$ cat src/rtl/wc_pkg.sv
package wc_pkg;
  typedef enum logic [2:0] {
    S_IDLE, S_LOAD, S_WR, S_RD, S_WAIT, S_EVAL, S_FIN
  } wc_state_e;
endpackage

$ cat src/rtl/wc_lfsr.sv
module wc_lfsr #(
  parameter logic [7:0] SEED = 8'hA5
) (
  input  logic       clk,
  input  logic       rst,
  input  logic       load,
  input  logic       step,
  output logic [7:0] q
);
  always_ff @(posedge clk) begin
    if (rst || load) q <= SEED;
    else if (step)   q <= {q[6:0], q[7] ^ q[5] ^ q[4] ^ q[3]};
  end

  p_lfsr_nonzero_r3: assert property (@(posedge clk) disable iff (rst) q != 8'h00)
    else $error("LFSR reached the all-zero lockup state");
endmodule

$ cat src/rtl/wc_run_tracker.sv
module wc_run_tracker #(
  parameter int TAP_W = 6,
  localparam int LEN_W = TAP_W + 1
) (
  input  logic             clk,
  input  logic             rst,
  input  logic             clr,
  input  logic             upd,
  input  logic             pass,
  input  logic [TAP_W-1:0] tap,
  output logic [TAP_W-1:0] center,
  output logic             found
);
  logic [TAP_W-1:0] cur_start, best_start, nstart;
  logic [LEN_W-1:0] cur_len, best_len, nlen, half;

  assign nstart = (cur_len == '0) ? tap : cur_start;
  assign nlen   = cur_len + 1'b1;

  always_ff @(posedge clk) begin
    if (rst || clr) begin
      cur_start  <= '0;
      cur_len    <= '0;
      best_start <= '0;
      best_len   <= '0;
    end else if (upd) begin
      if (pass) begin
        cur_start <= nstart;
        cur_len   <= nlen;
        if (nlen > best_len) begin
          best_start <= nstart;
          best_len   <= nlen;
        end
      end else begin
        cur_len <= '0;
      end
    end
  end

  assign half   = (best_len - 1'b1) >> 1;
  assign center = best_start + half[TAP_W-1:0];
  assign found  = (best_len != '0);

  p_run_bound_r7: assert property (@(posedge clk) disable iff (rst) best_len >= cur_len)
    else $error("current run longer than recorded best run");
endmodule

$ cat src/rtl/wc_delay_regs.sv
module wc_delay_regs #(
  parameter int DQ_W = 8,
  parameter int TAP_W = 6,
  parameter logic [TAP_W-1:0] RESET_TAP = 6'd32,
  localparam int BIT_W = (DQ_W > 1) ? $clog2(DQ_W) : 1
) (
  input  logic                  clk,
  input  logic                  rst,
  input  logic                  clr,
  input  logic                  we,
  input  logic [BIT_W-1:0]      waddr,
  input  logic [TAP_W-1:0]      wdata,
  output logic [DQ_W*TAP_W-1:0] dly
);
  logic [TAP_W-1:0] mem [DQ_W];

  always_ff @(posedge clk) begin
    if (rst || clr) begin
      for (int i = 0; i < DQ_W; i++) mem[i] <= RESET_TAP;
    end else if (we) begin
      mem[waddr] <= wdata;
    end
  end

  for (genvar g = 0; g < DQ_W; g++) begin : g_out
    assign dly[g*TAP_W +: TAP_W] = mem[g];
  end
endmodule

$ cat src/rtl/wr_center_engine.sv
module wr_center_engine #(
  parameter int DQ_W = 8,
  parameter int TAP_W = 6,
  parameter int PASS_M = 2,
  parameter logic [TAP_W-1:0] RESET_TAP = 6'd32,
  parameter logic [7:0] SEED = 8'hA5,
  localparam int BIT_W = (DQ_W > 1) ? $clog2(DQ_W) : 1,
  localparam int CNT_W = $clog2(PASS_M + 1),
  localparam logic [TAP_W-1:0] TAP_MAX = {TAP_W{1'b1}}
) (
  input  logic                  clk,
  input  logic                  rst,
  input  logic                  start_i,
  output logic                  cmd_req_o,
  output logic                  cmd_wr_o,
  input  logic                  cmd_ack_i,
  output logic [DQ_W-1:0]       wr_data_o,
  input  logic                  rd_valid_i,
  input  logic [DQ_W-1:0]       rd_data_i,
  output logic [DQ_W*TAP_W-1:0] dq_dly_o,
  output logic                  done_o,
  output logic                  err_o
);
  import wc_pkg::*;

  wc_state_e        state;
  logic [BIT_W-1:0] bit_q;
  logic [TAP_W-1:0] tap_q;
  logic [CNT_W-1:0] pair_q;
  logic [DQ_W-1:0]  exp_q;
  logic             pass_q;
  logic [7:0]       pat;
  logic             run_go, match;
  logic             rf_we;
  logic [TAP_W-1:0] rf_wdata, trk_center;
  logic             trk_found;

  assign run_go = (state == S_IDLE) && start_i;
  assign match  = (rd_data_i[bit_q] == exp_q[bit_q]);

  wc_lfsr #(.SEED(SEED)) u_lfsr (
    .clk(clk), .rst(rst), .load(run_go),
    .step((state == S_WR) && cmd_ack_i), .q(pat)
  );

  for (genvar g = 0; g < DQ_W / 8; g++) begin : g_pat
    assign wr_data_o[g*8 +: 8] = pat;
  end

  wc_run_tracker #(.TAP_W(TAP_W)) u_trk (
    .clk(clk), .rst(rst), .clr(run_go || (state == S_FIN)),
    .upd(state == S_EVAL), .pass(pass_q), .tap(tap_q),
    .center(trk_center), .found(trk_found)
  );

  assign rf_we    = (state == S_LOAD) || (state == S_FIN);
  assign rf_wdata = (state == S_LOAD) ? tap_q : (trk_found ? trk_center : RESET_TAP);

  wc_delay_regs #(.DQ_W(DQ_W), .TAP_W(TAP_W), .RESET_TAP(RESET_TAP)) u_regs (
    .clk(clk), .rst(rst), .clr(run_go), .we(rf_we),
    .waddr(bit_q), .wdata(rf_wdata), .dly(dq_dly_o)
  );

  always_ff @(posedge clk) begin
    if (rst) begin
      state     <= S_IDLE;
      bit_q     <= '0;
      tap_q     <= '0;
      pair_q    <= '0;
      exp_q     <= '0;
      pass_q    <= 1'b0;
      cmd_req_o <= 1'b0;
      cmd_wr_o  <= 1'b0;
      done_o    <= 1'b0;
      err_o     <= 1'b0;
    end else begin
      done_o <= 1'b0;
      case (state)
        S_IDLE: if (start_i) begin
          bit_q <= '0;
          tap_q <= '0;
          err_o <= 1'b0;
          state <= S_LOAD;
        end
        S_LOAD: begin
          pair_q    <= '0;
          cmd_req_o <= 1'b1;
          cmd_wr_o  <= 1'b1;
          state     <= S_WR;
        end
        S_WR: if (cmd_ack_i) begin
          exp_q    <= wr_data_o;
          cmd_wr_o <= 1'b0;
          state    <= S_RD;
        end
        S_RD: if (cmd_ack_i) begin
          cmd_req_o <= 1'b0;
          state     <= S_WAIT;
        end
        S_WAIT: if (rd_valid_i) begin
          if (!match) begin
            pass_q <= 1'b0;
            state  <= S_EVAL;
          end else if (pair_q == CNT_W'(PASS_M - 1)) begin
            pass_q <= 1'b1;
            state  <= S_EVAL;
          end else begin
            pair_q    <= pair_q + 1'b1;
            cmd_req_o <= 1'b1;
            cmd_wr_o  <= 1'b1;
            state     <= S_WR;
          end
        end
        S_EVAL: begin
          if (tap_q == TAP_MAX) begin
            state <= S_FIN;
          end else begin
            tap_q <= tap_q + 1'b1;
            state <= S_LOAD;
          end
        end
        S_FIN: begin
          if (!trk_found) err_o <= 1'b1;
          if (bit_q == BIT_W'(DQ_W - 1)) begin
            done_o <= 1'b1;
            state  <= S_IDLE;
          end else begin
            bit_q <= bit_q + 1'b1;
            tap_q <= '0;
            state <= S_LOAD;
          end
        end
        default: state <= S_IDLE;
      endcase
    end
  end

  p_req_hold_r2: assert property (@(posedge clk) disable iff (rst)
    (cmd_req_o && !cmd_ack_i) |=> (cmd_req_o && $stable(cmd_wr_o)))
    else $error("command request dropped or changed before acknowledge");

  p_tap_step_r5: assert property (@(posedge clk) disable iff (rst)
    (state == S_LOAD && $past(state) == S_EVAL) |-> (tap_q == $past(tap_q) + 1'b1))
    else $error("tap did not advance by one");

  p_err_keeps_reset_r8: assert property (@(posedge clk) disable iff (rst)
    (state == S_FIN && !trk_found) |=> err_o)
    else $error("empty window did not raise error");

  p_done_pulse_r9: assert property (@(posedge clk) disable iff (rst)
    done_o |=> !done_o)
    else $error("done held longer than one cycle");
endmodule

$ cat config.mk
export PLATFORM = sky130hd
export DESIGN_NAME = wr_center_engine
export DESIGN_NICKNAME = d
export VERILOG_FILES = /design/src/rtl/wc_pkg.sv /design/src/rtl/wc_lfsr.sv /design/src/rtl/wc_run_tracker.sv /design/src/rtl/wc_delay_regs.sv /design/src/rtl/wr_center_engine.sv
export SDC_FILE = /design/constraint.sdc
export NUM_CORES = 1
export LEC_CHECK = 0
export ABC_CLOCK_PERIOD_IN_PS = 5400
export BUFFER_PORTS_ARGS = -buffer_cell sky130_fd_sc_hd__buf_2
export CORE_ASPECT_RATIO = 0.9
export CORE_UTILIZATION = 50
export DETAILED_ROUTE_END_ITERATION = 7
export PLACE_DENSITY = 0.83
export SYNTH_ARGS = -nofsm -noshare
export SYNTH_HDL_FRONTEND = slang
export SYNTH_SLANG_ARGS = --single-unit
$ cat constraint.sdc
create_clock -name clk -period 5.4 [get_ports clk]
set_input_delay 0.54 -clock clk [delete_from_list [all_inputs] [get_ports clk]]
set_output_delay 0.54 -clock clk [all_outputs]
set_load 0.005 [all_outputs]
# Yosys cells after proc, flatten, opt, wreduce, memory -nomap -nowiden
# Memory sizes are Yosys's and may differ from the RTL's.
# Index checks and enable logic that the tools add are counted.
dict set report totals {
  ff_bits 61
  ramBits 48
  input_bits 13
  output_inout_bits 60
  memories 1
}
dict set report op_classes {
  add_sub_neg 6
  magnitude_cmp 2
  n_eq_ne 20
  muxes 48
  bitwise_logic 4
  reduce_logical 27
}
# memory depth word_bits rd rd_clocked_by_memory_dff write_ports line
set mem_list {}
lappend mem_list {u_regs.mem 8 6 8 0 8 wc_delay_regs.sv:15} ;# logic [TAP_W-1:0] mem [DQ_W];
# cell count
set op_table {}
lappend op_table {{$mux W6} 7}
lappend op_table {{$mux W3} 10}
lappend op_table {{$pmux W3 S7} 1}
lappend op_table {{$mux W1} 18}
lappend op_table {{$ne A2 B2 Y1 const B} 9}
lappend op_table {{$pmux W6 S3} 1}
lappend op_table {{$eq A3 B3 Y1 const B} 4}
lappend op_table {{$reduce_and A3 Y1} 4}
lappend op_table {{$reduce_and A4 Y1} 3}
lappend op_table {{$reduce_and A5 Y1} 2}
lappend op_table {{$reduce_bool A3 Y1} 3}
lappend op_table {{$add A7 B1 Y7 const B} 1}
lappend op_table {{$gt A7 B7 Y1} 1}
lappend op_table {{$logic_not A7 Y1} 1}
lappend op_table {{$mux W7} 1}
lappend op_table {{$reduce_bool A7 Y1} 1}
lappend op_table {{$sub A7 B1 Y7 const B} 1}
lappend op_table {{$add A6 B1 Y6 const B} 1}
lappend op_table {{$add A6 B6 Y6} 1}
lappend op_table {{$bmux W1 S3} 2}
lappend op_table {{$eq A3 B2 Y1 const B} 2}
lappend op_table {{$eq A6 B6 Y1 const B} 1}
lappend op_table {{$mux W2} 3}
lappend op_table {{$pmux W1 S3} 2}
lappend op_table {{other kinds (19)} 27}

# Logic depth before layout (Yosys ltp)
dict set report depth {
  word_depth 7
  ltp_mapped 10
  depth_no_buf 10
}

# By module
# From an unflattened synthesis, not the netlist that was laid out.
dict set report unflattened {
  hier_cells 541
  hier_area_um2 5425.2
}
# module instances cells_per_inst area_each_um2
set modules_own_cells {}
lappend modules_own_cells {wc_delay_regs 1 129 1905.6}
lappend modules_own_cells {wc_run_tracker 1 195 1695.4}
lappend modules_own_cells {wr_center_engine 1 187 1500.2}
lappend modules_own_cells {wc_lfsr 1 30 324.1}

# Worst setup path before layout
# Ideal clock, no wire load.
dict set report synth_path {
  kind {flip-flop to flip-flop}
  startpoint {register u_trk.best_len[0]}
  endpoint {memory u_regs.mem[0][5], data pin}
  setup_time_ns 0.266
  arrival_ns 2.293
  required_time_ns 5.134
  slack_ns 2.841
  stages_incl_launch_ff 10
  cell_sequence {dfxtp_1 -> inv_1 -> ha_1 -> xor2_1 -> ha_1 -> a211oi_1 -> o21ai_0 -> a211o_1 -> a211oi_4 -> o21bai_1}
}
# item line
set synth_rtl {}
lappend synth_rtl {{start, declared} wc_run_tracker.sv:15} ;# logic [LEN_W-1:0] cur_len, best_len, nlen, half;
lappend synth_rtl {{start signal, assigned} wc_run_tracker.sv:32} ;# best_len <= nlen;
lappend synth_rtl {{end, declared} wc_delay_regs.sv:15}

==> summary.txt <==
Status
  • Outcome: completed

Worst setup path
  • Worst path required time: 5.49 ns
  • WP data arrival: 2.96 ns
  • WP depth: 9
  • Crit-path max FO: 8
  • Kind of critical path: reg -> reg
  • Critical Path Most Common Cell: ha_1
  • CP endpoint kind: flip-flop
  • Critical path's top delay family: compound AO/OA/AOI/OAI gates
  • CP startpoint kind: flip-flop
  • CP max-delay cell: a211oi_4
  • R2R depth: 9
  • Crit path buf inv count: 1
  • Max stage delay on crit path: 0.40 ns
  • CP Cell Sequence: inv_1 > ha_1 > xor2_1 > ha_1 > a211oi_1 > o21ai_0 > a211o_1 > a211oi_4 > o21bai_1

Clock network
  • Clk Tree Root Cell: clkbuf_16
  • Clk_lat worst skew: 0.35 ns
  • Post-CTS sizing: 0
  • TritonCTS clock tree: done
  • Clock buffer depth: 2
  • Clock-pin slew on the worst setup and hold paths: 0.07 ns
  • Hold Buf Count CTS: 0
  • CTS Buf Count: 9
  • # Post-CTS Setup Buffers: 0
  • # clock sinks: 109
  • H-Tree Depth: 3

Power
  • Sequential Power Share: 53.8%
  • PD cells: 286 nW/um^2
  • P_sw: 439 uW
  • Combinational fraction of design power: 9.5%
  • Clock power share: 36.7%
  • Switch share: 25.5%
  • Leak pwr: 2.46 nW
  • Pint: 1.28 mW
  • Worst vdd ir: 0.222 mV

Route
  • Routed len/inst: 15.7 um
  • Drt total wl: 11,300 um
  • Starting DRC count in detailed routing: 302
  • Initial DRT Pass Iterations: 4
  • DR vias: 4,053
  • DRC viols: 0
  • Via density: 5.62
  • Remaining antenna violation count: 0

Synth
  • Yosys warnings: 0
  • Dominant synthesized flop cell: dfxtp_1
  • Post-Syn Instances: 524
  • Commonest cells post-synth: nor2_1 (76), nand2_1 (74), dfxtp_1 (61)
  • Area leader, netlist: edfxtp_1
  • Post-Syn Area: 5300 um^2
  • Cell variety after synth: 61
  • Top-count cell post-synth: nor2_1
  • Sequential area share after synthesis: 50.2%
  • Synthesized netlist net count: 558
  • Synth top area cells: edfxtp_1 (27%), dfxtp_1 (23%), nor2_1 (5.4%)
  • Async set or reset register ratio after synthesis: 0%
  • Post-synth top area share: 27.2%
  • Synthesized flop and latch total: 109
  • Avg Cell Area, Syn: 10.1 um^2
  • Post-synth EDFFs: 48

STA
  • Final period utilization: 53.2%
  • Hold slack: 0.460 ns
  • Slew margin rel.: 26.8%
  • Actual slew at the worst max-slew pin: 1.09 ns
  • Final min period: 2.88 ns
  • Slew Viols, Final: 0
  • Worst clock skew: 0.00854 ns
  • Number of setup violations in the final report: 0
  • Fmax: 0.348 GHz
  • Setup TNS Final: 0 ns
  • Final Hold Viols: 0
  • RSZ-0062 raised after global routing: false

Placement
  • Final HPWL DP: 8270 um
  • Buffers on Ports: 72
  • GP Congestion: 0.860

Finish
  • Area of the multi-input gates: 2490 um^2
  • Core Util, Final: 58.4%
  • Diode count: 0
  • P&R area growth vs syn: 13.5%
  • Layout cells sized above 1: 20.4%
  • NumNets Final: 621
  • Register Area: 2660 um^2
  • Fill count: 835

Die
  • I/O Pins: 73
  • Die Footprint: 11,000 um^2
  • Row count: 35
  • DIE WIDTH: 111 um
  • Core area: 10,300 um^2
  • Initial Utilization: 51.5%
  • Die Height: 99.7 um

Global route
  • Initial antenna violation count: 0
  • Global-route wire length before repair: 18,800 um
  • GR Util met2: 36.6%
  • Grt ovf: 0
  • All-Layer GR Usage: 21.4%
  • Pin count of the biggest net entering global routing: 29
  • Vias in the first global route: 3,887
  • GR Layer Usage met1: 27.1%
  • GRT busiest layer: met2
  • GRT met3 Usage: 4.63%

Worst hold path
  • Hold Path Class: reg -> reg
  • Hold depth: 2

Job
  • MaxCap Viol Count: 0
[metal layers]
layer / up-vias / wire [um]
met1: 1954 / 5230
met4: 0 / 140
met2: 120 / 5500
li1: 1967 / -
met3: 12 / 477
met5: - / 0
[power groups by stage]
stage	registers, mW	logic, mW	clock network (mW)
6_report	0.927	0.164	0.632
5_1_grt	0.931	0.181	0.678
4_1_cts	0.927	0.165	0.640
3_5_place_dp	0.946	0.163	0
3_3_place_gp	0.944	0.158	0
2_1_floorplan	0.940	0.106	0
[worst paths after layout]
check	from	slack [ns]	endpoint
max	u_trk.best_len[0]$_SDFFE_PP0P_	2.52	u_regs.mem[7][5]$_SDFFCE_PN1P_
min	err_o$_SDFFE_PP0P_	0.46	err_o$_SDFFE_PP0P_
max reg2reg	u_trk.best_len[0]$_SDFFE_PP0P_	2.52	u_regs.mem[7][5]$_SDFFCE_PN1P_
min reg2reg	err_o$_SDFFE_PP0P_	0.46	err_o$_SDFFE_PP0P_
[cells by family after synthesis]
family	count (synthesis)	synth area share, %
fa+ha+maj	21	5.10
flops	109	50.2
mux	35	7.51
compound gates	83	11.4
buf+inv	35	2.86
xor+xnor	25	4.13
simple gates	216	18.7
[worst reg2reg max path, stage by stage (launching register included)]
cell,delay (ns)
dfxtp_1,0.39
inv_1,0.09
ha_1,0.25
xor2_1,0.26
ha_1,0.30
a211oi_1,0.29
o21ai_0,0.18
a211o_1,0.32
a211oi_4,0.40
o21bai_1,0.13
[sequential cells by signal, indices dropped and copies added, names as in the netlist]
register and count:
cmd_wr_o 1, state 3, u_trk.cur_len 7, bit_q 3
u_trk.best_start 6, u_regs.mem 48, pass_q 1, u_trk.best_len 7
cmd_req_o 1, u_trk.cur_start 6, pair_q 2, done_o 1
err_o 1, tap_q 6, exp_q 8, u_lfsr.q 8
[placed cells by master (no fill, tap or decap), types with 4 or more instances in the layout]
cell       netlist  routed
nand3_1         13      13
edfxtp_1        48      48
inv_1           14      14
o21bai_1         9       9
a21oi_1         26      26
a22oi_1          9       9
mux2_2           8       8
nand2b_1         5       5
nor2b_1          7       7
dfxtp_1         61      61
clkbuf_16        0       9
nor2_1          76      76
and3_1           5       5
nand2_1         74      74
o21ai_0          9       9
or3_1            4       4
buf_2           10      72
xor2_1          14      14
a21oi_2          4       4
mux2i_1         24      24
nand3b_1         4       4
nor3_1           5       5
a21o_1           5       5
xnor2_1         11      11
ha_1            20      20
[cell type report]
cell class / instances / area share (%)
clock buffer: 10 / 3.81
inverter: 14 / 0.874
multi-input combinational: 380 / 41.4
timing repair buffer: 73 / 6.12
clock inverter: 6 / 0.895
tap: 129 / 2.68
sequential: 109 / 44.3
[metrics by stage]
step	setup WS (ns)	power, mW	std cells	area (um^2)
2_1_floorplan	2.84	1.05	524	5300
4_1_cts	2.55	1.73	721	6010
6_report	2.52	1.72	721	6010
3_5_place_dp	2.54	1.11	705	5730
3_3_place_gp	2.69	1.10	705	5730
5_1_grt	2.35	1.79	721	6010
(Power assumes the default switching activity.)
